File: config.mk
export PLATFORM = sky130hd
export DESIGN_NAME = raster_timing_gen
export DESIGN_NICKNAME = d
export VERILOG_FILES = /design/src/rtl/raster_pkg.sv /design/src/rtl/raster_shadow.sv /design/src/rtl/raster_axis_counter.sv /design/src/rtl/raster_window.sv /design/src/rtl/raster_timing_gen.sv
export SDC_FILE = /design/constraint.sdc
export NUM_CORES = 1
export LEC_CHECK = 0
export BUFFER_PORTS_ARGS = -buffer_cell sky130_fd_sc_hd__buf_2
export CAP_MARGIN = 20
export CORE_UTILIZATION = 30
export CTS_BUF_LIST = sky130_fd_sc_hd__clkbuf_16
export DETAILED_ROUTE_END_ITERATION = 16
export PLACE_DENSITY_LB_ADDON = 0.1
export SLEW_MARGIN = 20
export SYNTH_ARGS = -nofsm -noshare
export SYNTH_HDL_FRONTEND = slang
export SYNTH_HIERARCHICAL = 1
export SYNTH_SLANG_ARGS = --single-unit
File: constraint.sdc
create_clock -name clk -period 14.1 [get_ports clk]
set_input_delay 0.705 -clock clk [delete_from_list [all_inputs] [get_ports clk]]
set_output_delay 0.705 -clock clk [all_outputs]
set_load 0.01 [all_outputs]
File: src/rtl/raster_pkg.sv
`timescale 1ns/1ps
package raster_pkg;
  // control word layout
  localparam int CTRL_W      = 5;
  localparam int CTRL_EN     = 0;
  localparam int CTRL_HS_INV = 2;
  localparam int CTRL_VS_INV = 3;
  localparam int CTRL_DE_INV = 4;

  // axis indices for the counter/window pairs
  localparam int AXES = 2;
  localparam int AX_H = 0;
  localparam int AX_V = 1;

  typedef struct packed {
    logic de_inv;
    logic vs_inv;
    logic hs_inv;
  } pol_t;
endpackage

File: src/rtl/raster_shadow.sv
`timescale 1ns/1ps
module raster_shadow
  import raster_pkg::*;
#(
  parameter int CW    = 16,
  parameter int RGB_W = 24
) (
  input  logic             clk,
  input  logic             rst_n,
  input  logic             load,
  input  logic [CW-1:0]    h_total_i,
  input  logic [CW-1:0]    h_act_i,
  input  logic [CW-1:0]    h_lead_i,
  input  logic [CW-1:0]    v_total_i,
  input  logic [CW-1:0]    v_act_i,
  input  logic [CW-1:0]    v_lead_i,
  input  logic [RGB_W-1:0] blank_i,
  input  pol_t             pol_i,
  output logic [CW-1:0]    h_total_o,
  output logic [CW-1:0]    h_act_o,
  output logic [CW-1:0]    h_lead_o,
  output logic [CW-1:0]    v_total_o,
  output logic [CW-1:0]    v_act_o,
  output logic [CW-1:0]    v_lead_o,
  output logic [RGB_W-1:0] blank_o,
  output pol_t             pol_o
);
  localparam int POL_W = $bits(pol_t);
  localparam int SW    = 6 * CW + RGB_W + POL_W;

  logic [SW-1:0] sh_q;
  logic [SW-1:0] sh_d;

  always_comb begin
    sh_d = sh_q;
    if (load) begin
      sh_d = {h_total_i, h_act_i, h_lead_i, v_total_i, v_act_i, v_lead_i, blank_i, pol_i};
    end
  end

  always_ff @(posedge clk or negedge rst_n) begin
    if (!rst_n) begin
      sh_q <= '0;
    end else if (load) begin
      sh_q <= sh_d;
    end
  end

  assign {h_total_o, h_act_o, h_lead_o, v_total_o, v_act_o, v_lead_o, blank_o, pol_o} = sh_q;
endmodule

File: src/rtl/raster_axis_counter.sv
`timescale 1ns/1ps
module raster_axis_counter #(
  parameter int CW = 16
) (
  input  logic          clk,
  input  logic          rst_n,
  input  logic          clear,
  input  logic          step,
  input  logic [CW-1:0] total,
  output logic [CW-1:0] cnt,
  output logic          last
);
  logic [CW-1:0] cnt_d;
  logic          cnt_en;

  // wrap when the next count would reach the total (also covers total == 0)
  always_comb begin
    last   = ({1'b0, cnt} + 1'b1) >= {1'b0, total};
    cnt_en = clear | step;
    cnt_d  = cnt;
    if (clear) begin
      cnt_d = '0;
    end else if (step) begin
      cnt_d = last ? '0 : cnt + 1'b1;
    end
  end

  always_ff @(posedge clk or negedge rst_n) begin
    if (!rst_n) begin
      cnt <= '0;
    end else if (cnt_en) begin
      cnt <= cnt_d;
    end
  end

  AST_AXIS_IN_RANGE: assert property (@(posedge clk) disable iff (!rst_n)
    (!clear && total != '0) |-> (cnt < total));

  AST_AXIS_WRAP: assert property (@(posedge clk) disable iff (!rst_n)
    (step && last && !clear) |=> (cnt == '0));
endmodule

File: src/rtl/raster_window.sv
`timescale 1ns/1ps
module raster_window #(
  parameter int CW = 16
) (
  input  logic [CW-1:0] cnt,
  input  logic [CW-1:0] lead,
  input  logic [CW-1:0] act,
  output logic          sync,
  output logic          active,
  output logic [CW-1:0] coord
);
  logic [CW:0] first_act;
  logic [CW:0] last_act;

  always_comb begin
    first_act = {1'b0, lead} + 1'b1;
    last_act  = {1'b0, lead} + {1'b0, act};
    sync      = (cnt == '0);
    active    = ({1'b0, cnt} >= first_act) && ({1'b0, cnt} <= last_act);
    coord     = active ? CW'(cnt - lead - 1'b1) : '0;
  end
endmodule

File: src/rtl/raster_timing_gen.sv
`timescale 1ns/1ps
module raster_timing_gen
  import raster_pkg::*;
#(
  parameter int CW    = 16,
  parameter int RGB_W = 24,
  parameter int FC_W  = 16
) (
  input  logic              clk,
  input  logic              rst_n,
  input  logic [2*CW-1:0]   cfg_total,
  input  logic [2*CW-1:0]   cfg_active,
  input  logic [2*CW-1:0]   cfg_hporch,
  input  logic [2*CW-1:0]   cfg_vporch,
  input  logic [RGB_W-1:0]  cfg_blank,
  input  logic [CTRL_W-1:0] cfg_ctrl,
  input  logic [RGB_W-1:0]  pix_in,
  output logic              hsync,
  output logic              vsync,
  output logic              de,
  output logic [CW-1:0]     pix_x,
  output logic [CW-1:0]     pix_y,
  output logic [RGB_W-1:0]  rgb_out,
  output logic              frame_start,
  output logic [FC_W-1:0]   frame_cnt
);
  localparam int W2 = 2 * CW;

  // the trailing porch fields are implied by the totals; bit 1 has no role here
  logic unused_cfg;
  assign unused_cfg = ^{cfg_hporch[W2-1:CW], cfg_vporch[W2-1:CW], cfg_ctrl[1]};

  logic en;
  pol_t pol_live;
  pol_t pol_sh;
  logic frame_end;
  logic shadow_load;

  logic [CW-1:0]    sh_h_total, sh_h_act, sh_h_lead;
  logic [CW-1:0]    sh_v_total, sh_v_act, sh_v_lead;
  logic [RGB_W-1:0] sh_blank;

  logic [CW-1:0] ax_total [AXES];
  logic [CW-1:0] ax_lead  [AXES];
  logic [CW-1:0] ax_act   [AXES];
  logic [CW-1:0] ax_cnt   [AXES];
  logic [CW-1:0] ax_coord [AXES];
  logic          ax_last  [AXES];
  logic          ax_step  [AXES];
  logic          ax_sync  [AXES];
  logic          ax_in    [AXES];

  logic de_act;
  logic [FC_W-1:0] fcnt_d;

  assign en       = cfg_ctrl[CTRL_EN];
  assign pol_live = '{de_inv: cfg_ctrl[CTRL_DE_INV],
                      vs_inv: cfg_ctrl[CTRL_VS_INV],
                      hs_inv: cfg_ctrl[CTRL_HS_INV]};

  assign frame_end   = en & ax_last[AX_H] & ax_last[AX_V];
  assign shadow_load = ~en | frame_end;

  raster_shadow #(.CW(CW), .RGB_W(RGB_W)) u_shadow (
    .clk       (clk),
    .rst_n     (rst_n),
    .load      (shadow_load),
    .h_total_i (cfg_total[CW-1:0]),
    .h_act_i   (cfg_active[CW-1:0]),
    .h_lead_i  (cfg_hporch[CW-1:0]),
    .v_total_i (cfg_total[W2-1:CW]),
    .v_act_i   (cfg_active[W2-1:CW]),
    .v_lead_i  (cfg_vporch[CW-1:0]),
    .blank_i   (cfg_blank),
    .pol_i     (pol_live),
    .h_total_o (sh_h_total),
    .h_act_o   (sh_h_act),
    .h_lead_o  (sh_h_lead),
    .v_total_o (sh_v_total),
    .v_act_o   (sh_v_act),
    .v_lead_o  (sh_v_lead),
    .blank_o   (sh_blank),
    .pol_o     (pol_sh)
  );

  assign ax_total[AX_H] = sh_h_total;
  assign ax_lead[AX_H]  = sh_h_lead;
  assign ax_act[AX_H]   = sh_h_act;
  assign ax_total[AX_V] = sh_v_total;
  assign ax_lead[AX_V]  = sh_v_lead;
  assign ax_act[AX_V]   = sh_v_act;

  assign ax_step[AX_H] = en;
  assign ax_step[AX_V] = en & ax_last[AX_H];

  for (genvar a = 0; a < AXES; a++) begin : g_axis
    raster_axis_counter #(.CW(CW)) u_cnt (
      .clk   (clk),
      .rst_n (rst_n),
      .clear (~en),
      .step  (ax_step[a]),
      .total (ax_total[a]),
      .cnt   (ax_cnt[a]),
      .last  (ax_last[a])
    );

    raster_window #(.CW(CW)) u_win (
      .cnt    (ax_cnt[a]),
      .lead   (ax_lead[a]),
      .act    (ax_act[a]),
      .sync   (ax_sync[a]),
      .active (ax_in[a]),
      .coord  (ax_coord[a])
    );
  end

  // output decode
  always_comb begin
    de_act      = en & ax_in[AX_H] & ax_in[AX_V];
    hsync       = (en & ax_sync[AX_H]) ^ pol_sh.hs_inv;
    vsync       = (en & ax_sync[AX_V]) ^ pol_sh.vs_inv;
    de          = de_act ^ pol_sh.de_inv;
    pix_x       = de_act ? ax_coord[AX_H] : '0;
    pix_y       = de_act ? ax_coord[AX_V] : '0;
    frame_start = en & ax_sync[AX_H] & ax_sync[AX_V];
    if (!en) begin
      rgb_out = '0;
    end else if (de_act) begin
      rgb_out = pix_in;
    end else begin
      rgb_out = sh_blank;
    end
  end

  // frame counter
  always_comb begin
    fcnt_d = frame_cnt + 1'b1;
  end

  always_ff @(posedge clk or negedge rst_n) begin
    if (!rst_n) begin
      frame_cnt <= '0;
    end else if (frame_start) begin
      frame_cnt <= fcnt_d;
    end
  end

  AST_FCNT_STEP: assert property (@(posedge clk) disable iff (!rst_n)
    frame_start |=> (frame_cnt == FC_W'($past(frame_cnt) + 1'b1)));

  AST_FCNT_HOLD: assert property (@(posedge clk) disable iff (!rst_n)
    !frame_start |=> $stable(frame_cnt));

  AST_IDLE_LEVELS: assert property (@(posedge clk) disable iff (!rst_n)
    !en |-> (hsync == pol_sh.hs_inv && vsync == pol_sh.vs_inv &&
             de == pol_sh.de_inv && !frame_start));

  AST_SHADOW_FROZEN: assert property (@(posedge clk) disable iff (!rst_n)
    (en && !frame_end) |=> $stable({sh_h_total, sh_h_act, sh_h_lead,
                                    sh_v_total, sh_v_act, sh_v_lead, sh_blank, pol_sh}));

  AST_SYNC_OUTSIDE_ACTIVE: assert property (@(posedge clk) disable iff (!rst_n)
    (ax_sync[AX_H] || ax_sync[AX_V]) |-> !de_act);
endmodule

==> flow_metrics.env, run 1 <==
export IMPL_coreArea_um2=46600
export IMPL_clk_pin_slew_worst_paths_ns=0.07
export IMPL_syn_num_nets=1782
export IMPL_drc=0
export IMPL_intPower_mw=0.973
export IMPL_synth_top_family_by_area="simple AND/OR/NAND/NOR gates"
export IMPL_initial_core_util_pct=30.4
export IMPL_grt_pass1_wl_um=61600
export IMPL_crit_family="compound AO/OA/AOI/OAI gates"
export IMPL_report_final_slew_viol_count=0
export IMPL_cp_num_buf_inv=3
export IMPL_synth_top_area_cell="dfrtp_1"
export IMPL_die_w_um=219
export IMPL_finalSetupTns_ns=0
export IMPL_num_antenna_cells=0
export IMPL_crit_arrival_ns=5.90
export IMPL_crit_path_cell_trace="ha_1 -> fa_1 -> a211o_1 -> o211ai_1 -> a21oi_1 -> o21a_1 -> a311oi_1 -> xor2_1 -> ha_1 -> a21o_1 -> a21o_1 -> a221oi_1 -> o21ai_0 -> nand3b_1 -> o211ai_4 -> inv_1 -> and3_2 -> buf_4 -> nand2_1 -> o21ai_0 -> buf_2"
export IMPL_vdd_drop_max_v=0.0000935
export IMPL_cp_start_kind="register"
export IMPL_post_cts_buffers=0
export IMPL_tritoncts_num_buffers=17
export IMPL_crit_required_ns=13.40
export IMPL_num_rows=79
export IMPL_cp_max_fo=45
export IMPL_synth_ff_type="dfrtp_1"
export IMPL_skew_ns=0.0102
export IMPL_cp_end_kind="primary output"
export IMPL_chipHeight_um=219
export IMPL_synth_compound_area_share_pct=13.9
export IMPL_synth_warnings=6
export IMPL_grt_overflow=0
export IMPL_first_pass_iters=5
export IMPL_slew_headroom_pct=38.5
export IMPL_pwr_share_seq_pct=40.0
export IMPL_portBuffers=225
export IMPL_cts_repair_resize_count=0
export IMPL_p_leak_nw=8.19
export IMPL_setup_violations=0
export IMPL_synthCells=1432
export IMPL_switching_share_pct=33.5
export IMPL_pre_cts_ws_ns=7.93
export IMPL_report_final_hold_viol_count=0
export IMPL_routed_wl_um=38900
export IMPL_pwr_share_clk_pct=31.7
export IMPL_dpl_hpwl_um=29700
export IMPL_antenna_found_initial=0
export IMPL_cap_viol_max_count=0
export IMPL_clock_root_buffer="clkbuf_16"
export IMPL_clock_sinks=171
export IMPL_grt_pass1_vias=11094
export IMPL_path_class="reg -> out"
export IMPL_synth_cell_type_count=84
export IMPL_ios=259
export IMPL_setup_slack_ns=7.50
export IMPL_p_comb_share_pct=28.3
export IMPL_synth_area_um2=14100
export IMPL_synth_xor_area_share_pct=7.24
export IMPL_ys_seq_area_share_pct=30.2
export IMPL_top_usage_layer="met2"
export IMPL_wl_per_cell_um=17.2
export IMPL_vias_per_cell=4.91
export IMPL_grt_use_met2_pct=25.1
export IMPL_ys_ff_latch=171
export IMPL_fmax_mhz=151
export IMPL_syn_to_final_growth_pct=15.7
export IMPL_grt_max_degree=69
export IMPL_crit_slowest_cell="and3_2"
export IMPL_p_per_area_nw_per_um2=89.3
export IMPL_htree_levels=4
export IMPL_n_fill_cell=4826
export IMPL_clk_latency_ns=0.49
export IMPL_rsz0062_at_grt="false"
export IMPL_drive_above_1_share_pct=26.3
export IMPL_slowest_delay_ns=0.55
export IMPL_synthTopCellsByArea="dfrtp_1 (30%), ha_1 (14%), mux2_4 (7.4%), xnor2_1 (5.0%), mux2_2 (4.3%)"
export IMPL_syn_avg_cell_area_um2=9.88
export IMPL_postCtsHoldBufs=0
export IMPL_synth_top_cell_area_share_pct=30.2
export IMPL_worstHoldPathType="in -> async"
export IMPL_ctsLongestPathBuffers=2
export IMPL_fin_crit_ns=6.60
export IMPL_yosys_area_share_adder_pct=15.0
export IMPL_async_flop_share_pct=100
export IMPL_mostFrequentLayoutCell="buf_2"
export IMPL_grtUsageTotal_pct=16.8
export IMPL_nets=1992
export IMPL_final_util_pct=35.2
export IMPL_synthSimpleGateAreaFrac_pct=17.1
export IMPL_ant_nets=0
export IMPL_grt_use_met1_pct=23.6
export IMPL_worst_slew_pin_slew_ns=0.923
export IMPL_fp_dieArea_um2=48000
export IMPL_finalCritPeriodShare_pct=46.8
export IMPL_synth_edf_count=0
export IMPL_use_met3_pct=3.60
export IMPL_status="complete, no violations"
export IMPL_vias=11097
export IMPL_mostFrequentLayoutCells="buf_2 (224), dfrtp_1 (171), ha_1 (163)"
export IMPL_gp_congestion=0.801
export IMPL_cts_tree="done"
export IMPL_p_switching_mw=0.489
export IMPL_drtIter0Drc=542
export IMPL_synthMuxAreaShare_pct=12.1
==> power by group through the flow <==
stage	clock network, mW	registers (mW)	logic [mW]
after global placement	0	0.595	0.410
after detailed placement	0	0.595	0.416
final	0.463	0.585	0.414
after floorplan	0	0.580	0.302
after global routing	0.502	0.593	0.468
after CTS	0.490	0.586	0.419
==> cells by family after synthesis <==
group | count (synthesis)
AO/OA/AOI/OAI | 274
XOR/XNOR | 117
adder cells (fa/ha/maj) | 167
buffers and inverters | 136
flip-flops | 171
multiplexers | 129
AND/OR/NAND/NOR | 438
==> final timing paths <==
| check | end | slack, ns | startpoint | cells past startpoint |
|---|---|---|---|---|
| max in group asynchronous | u_shadow/sh_q[18] | 12.67 | rst_n | 2 |
| hold / removal | frame_cnt[1] | 0.14 | rst_n | 1 |
| setup reg to reg | u_shadow/sh_q[122] | 8.26 | g_axis[1].u_cnt/cnt[1] | 15 |
| setup / recovery | rgb_out[2] | 7.50 | u_shadow/sh_q[75] | 21 |
| hold reg to reg | frame_cnt[15] | 0.48 | frame_cnt[15] | 1 |
| min in group clk | u_shadow/sh_q[15] | 0.44 | cfg_blank[12] | 2 |
==> per-stage QoR <==
stage	instance area, µm²	std cells	hold WS (ns)	power, mW
final	16400	2262	0.136	1.46
after floorplan	14100	1432	0.409	0.882
after detailed placement	15800	2230	0.465	1.01
after global placement	15800	2230	0.462	1.01
after global routing	16400	2262	0.142	1.56
after CTS	16400	2262	0.102	1.50
==> routing by layer <==
layer / vias up / part of all wire [%]
li1: 5572 / -
met1: 5277 / 50
met2: 217 / 43
met3: 31 / 4.6
met4: 0 / 1.6
met5: - / 0
==> worst register-to-register path, stage by stage (launching register included) <==
cell and delay, ns:
dfrtp_1 0.67, ha_1 0.41, nand2_1 0.16, nor4_4 0.49, nand3_1 0.15, xnor2_1 0.19, ha_1 0.31, nand3_1 0.09
nor3_1 0.41, o311ai_2 0.20, nand4_4 0.21, nand2_1 0.12, nand2_4 0.46, buf_4 0.66, buf_4 0.76, mux2_2 0.44
==> Yosys cell counts (33+ instances only) <==
| library cell | number |
|---|---|
| a21oi_1 | 61 |
| inv_1 | 96 |
| mux2_2 | 54 |
| o21ai_0 | 53 |
| nor2_1 | 68 |
| a21o_1 | 33 |
| dfrtp_1 | 171 |
| mux2_4 | 70 |
| xnor2_1 | 80 |
| and2_1 | 41 |
| xor2_1 | 37 |
| nand2_1 | 116 |
| ha_1 | 163 |
| nand3_1 | 33 |
==> sequential cells by signal (all words and copies together), names as in the netlist <==
register / count
u_shadow/sh_q: 123
g_axis.u_cnt/cnt: 32
frame_cnt: 16
==> area by class of cell <==
cell class              instances  area, µm²  share of cell area (%)
flip-flops and latches        171       4280                    26.1
multi-input cells            1125       9250                    56.5
clock inverters                15        124                   0.757
inverters                      96        360                    2.20
repair buffers                231       1180                    7.19
clock buffers                  17        425                    2.60
well taps                     607        759                    4.64
Power figures use the tool's default switching activity.
==> run 2, diff against run 1 <==
- ABC_AREA: unset -> 1
- clock period: 14.1 -> 6.7 ns (I/O delays scaled with it)
==> run 2 against run 1 <==
  * Via count up 25%
  * Clock skew is 0.0066 ns higher
  * Synthesized area grew 5.4%
  * Die area is 5.3% higher
  * Global-route usage is 1.4 points higher
  * Cell area is 6.0% higher
  * Highest routed layer unchanged
==> flow_metrics.env, run 2 <==
export IMPL_status="complete, no violations"
export IMPL_syn_avg_cell_area_um2=6.90
export IMPL_synth_area_um2=14900
export IMPL_rsz0062_at_grt="false"
export IMPL_p_per_area_nw_per_um2=176
export IMPL_fin_crit_ns=5.26
export IMPL_htree_levels=4
export IMPL_placed_area_um2=16600
export IMPL_synth_cell_type_count=43
export IMPL_clock_root_buffer="clkbuf_16"
export IMPL_synth_top_cell_area_share_pct=28.7
export IMPL_intPower_mw=1.96
export IMPL_ant_nets=0
export IMPL_synthCells=2160
export IMPL_synth_compound_area_share_pct=6.02
export IMPL_first_pass_iters=5
export IMPL_synth_common_cells="nand2_1 (824), inv_1 (258), nor2_1 (179), dfrtp_1 (171), ha_1 (163)"
export IMPL_vias_per_cell=4.54
export IMPL_setup_slack_ns=1.44
export IMPL_hold_path_end="u_shadow/sh_q[33]"
export IMPL_chipHeight_um=225
export IMPL_switching_share_pct=35.7
export IMPL_holdWs_ns=0.0404
export IMPL_vias=13898
export IMPL_worstHoldPathType="in -> reg"
export IMPL_reg2regPathDepth=22
export IMPL_finalSetupTns_ns=0
export IMPL_post_cts_buffers=0
export IMPL_syn_num_nets=2510
export IMPL_p_comb_share_pct=26.6
export IMPL_grt_max_degree=103
export IMPL_synth_top_family_by_area="simple AND/OR/NAND/NOR gates"
export IMPL_cp_end_kind="primary output"
export IMPL_largestRegisters="u_shadow/sh_q: 123 flops, g_axis.u_cnt/cnt: 32 flops, frame_cnt: 16 flops"
export IMPL_min_delay_start="cfg_vporch[6]"
export IMPL_cap_viol_max_count=0
export IMPL_coreArea_um2=49000
export IMPL_ys_seq_area_share_pct=28.7
export IMPL_cp_start_kind="register"
export IMPL_clock_sinks=171
export IMPL_clk_pin_slew_worst_paths_ns=0.08
export IMPL_portBuffers=225
export IMPL_crit_arrival_ns=4.92
export IMPL_synth_most_common_cell="nand2_1"
export IMPL_nets=2731
export IMPL_p_leak_nw=9.74
export IMPL_grt_pass1_wl_um=71800
export IMPL_fp_dieArea_um2=50600
export IMPL_grtUsageTotal_pct=18.2
export IMPL_yosys_area_share_adder_pct=14.2
export IMPL_syn_to_final_growth_pct=16.3
export IMPL_num_rows=81
export IMPL_pwr_share_seq_pct=39.9
export IMPL_antenna_found_initial=1
export IMPL_synthMuxAreaShare_pct=0
export IMPL_slew_headroom_pct=36.8
export IMPL_die_w_um=225
export IMPL_pre_cts_ws_ns=1.88
export IMPL_cts_tree="done"
export IMPL_drtIter0Drc=595
export IMPL_total_power_mw=3.06
export IMPL_synth_xor_area_share_pct=5.76
export IMPL_drc=0
export IMPL_ios=259
export IMPL_drive_above_1_share_pct=15.2
export IMPL_synth_edf_count=0
export IMPL_critPathMostFrequentCell="nand2_1"
export IMPL_p_switching_mw=1.09
export IMPL_routed_wl_um=44100
export IMPL_synth_warnings=6
export IMPL_ctsLongestPathBuffers=2
export IMPL_final_area_um2=17300
export IMPL_tritoncts_num_buffers=17
export IMPL_ys_ff_latch=171
export IMPL_ff2ff_setup_slack_ns=2.16
export IMPL_cp_max_fo=57
export IMPL_path_class="reg -> out"
export IMPL_gp_congestion=0.862
export IMPL_r2r_start="g_axis[0].u_cnt/cnt[0]"
export IMPL_grt_pass1_vias=13923
export IMPL_grt_overflow=0
export IMPL_top_register="u_shadow/sh_q"
export IMPL_crit_slowest_cell="buf_4"
export IMPL_pwr_share_clk_pct=33.5
export IMPL_wl_per_cell_um=14.4
export IMPL_largest_register_ffs=123
export IMPL_skew_ns=0.0168
export IMPL_worst_slew_pin_slew_ns=0.948
export IMPL_synthSimpleGateAreaFrac_pct=36.1
export IMPL_report_final_slew_viol_count=0
export IMPL_vdd_drop_max_v=0.000200
export IMPL_async_flop_share_pct=100
export IMPL_report_final_hold_viol_count=0
export IMPL_synthTopCellsByArea="dfrtp_1 (29%), nand2_1 (21%), ha_1 (14%), inv_1 (6.5%), nor2_1 (4.5%)"
export IMPL_dpl_hpwl_um=33800
export IMPL_worstHoldPathCells=3
export IMPL_synth_ff_type="dfrtp_1"
export IMPL_mostFrequentLayoutCells="nand2_1 (823), inv_1 (259), buf_2 (224)"
export IMPL_mostFrequentLayoutCell="nand2_1"
export IMPL_fmax_mhz=190
export IMPL_synth_top_area_cell="dfrtp_1"
export IMPL_timing_rr_end="u_shadow/sh_q[52]"
export IMPL_clk_latency_ns=0.50
export IMPL_setup_violations=0
export IMPL_initial_core_util_pct=30.5
export IMPL_slowest_delay_ns=0.57
export IMPL_crit_required_ns=6.36
export IMPL_finalCritPeriodShare_pct=78.5
==> run 2: metal layers <==
metal / global-route usage (%) / up-vias / share of wire (%)
met5: 0 / - / 0
met1: 23.7 / 6311 / 48
li1: - / 7254 / -
met3: 3.87 / 49 / 4.8
met2: 29.5 / 284 / 45
met4: 6.47 / 0 / 2.1
==> run 2: power by group through the flow <==
| stage | clock (mW) | sequential, mW | combinational, mW |
|---|---|---|---|
| 2_1_floorplan | 0 | 1.21 | 0.577 |
| 3_5_place_dp | 0 | 1.24 | 0.818 |
| 6_report | 1.02 | 1.22 | 0.813 |
| 4_1_cts | 1.07 | 1.22 | 0.830 |
| 3_3_place_gp | 0 | 1.24 | 0.808 |
| 5_1_grt | 1.11 | 1.23 | 0.953 |
==> run 2: logic make-up after synthesis <==
family	Yosys count
AOI/OAI and AO/OA	161
xor gates and xnor gates	98
adders and majority gates	167
buffers and inverters	315
DFF	171
and+or+nand+nor	1248
==> run 2: what timing repair did <==
action	in CTS	in global routing
endpoints found under the hold margin	56	0
hold buffers	18	0
gates resized for setup	0	0
==> run 2: layout make-up <==
class	instances	area (µm²)
timing repair buffer	252	1390
clock inverter	15	163
inverter	265	997
antenna	1	2.50
sequential	171	4280
fill	5369	31600
tap	664	831
clock buffer	17	425
multi-input combinational	1674	9260
==> run 2: worst max-delay path by stage <==
stage,cells past startpoint,startpoint,to
floorplan,26,u_shadow/sh_q[77],pix_x[0]
global placement,28,u_shadow/sh_q[27],rgb_out[22]
detailed placement,26,u_shadow/sh_q[29],rgb_out[17]
CTS,26,u_shadow/sh_q[29],rgb_out[17]
global route,27,u_shadow/sh_q[31],rgb_out[17]
finish,28,u_shadow/sh_q[27],rgb_out[17]
==> run 2: worst max-delay path, delay by kind of cell (launching register included) <==
kind | cells | cell delay (ns)
flops | 1 | 0.45
simple gates | 19 | 1.87
xor+xnor | 1 | 0.15
buf+inv | 4 | 0.84
compound gates | 1 | 0.09
fa+ha+maj | 3 | 1.00
==> run 2: stage by stage <==
step           std cells  util (%)
2_1_floorplan       2160         -
3_3_place_gp        3008      33.9
3_5_place_dp        3008      33.9
4_1_cts             3058      35.4
5_1_grt             3059      35.4
6_report            3059      35.4
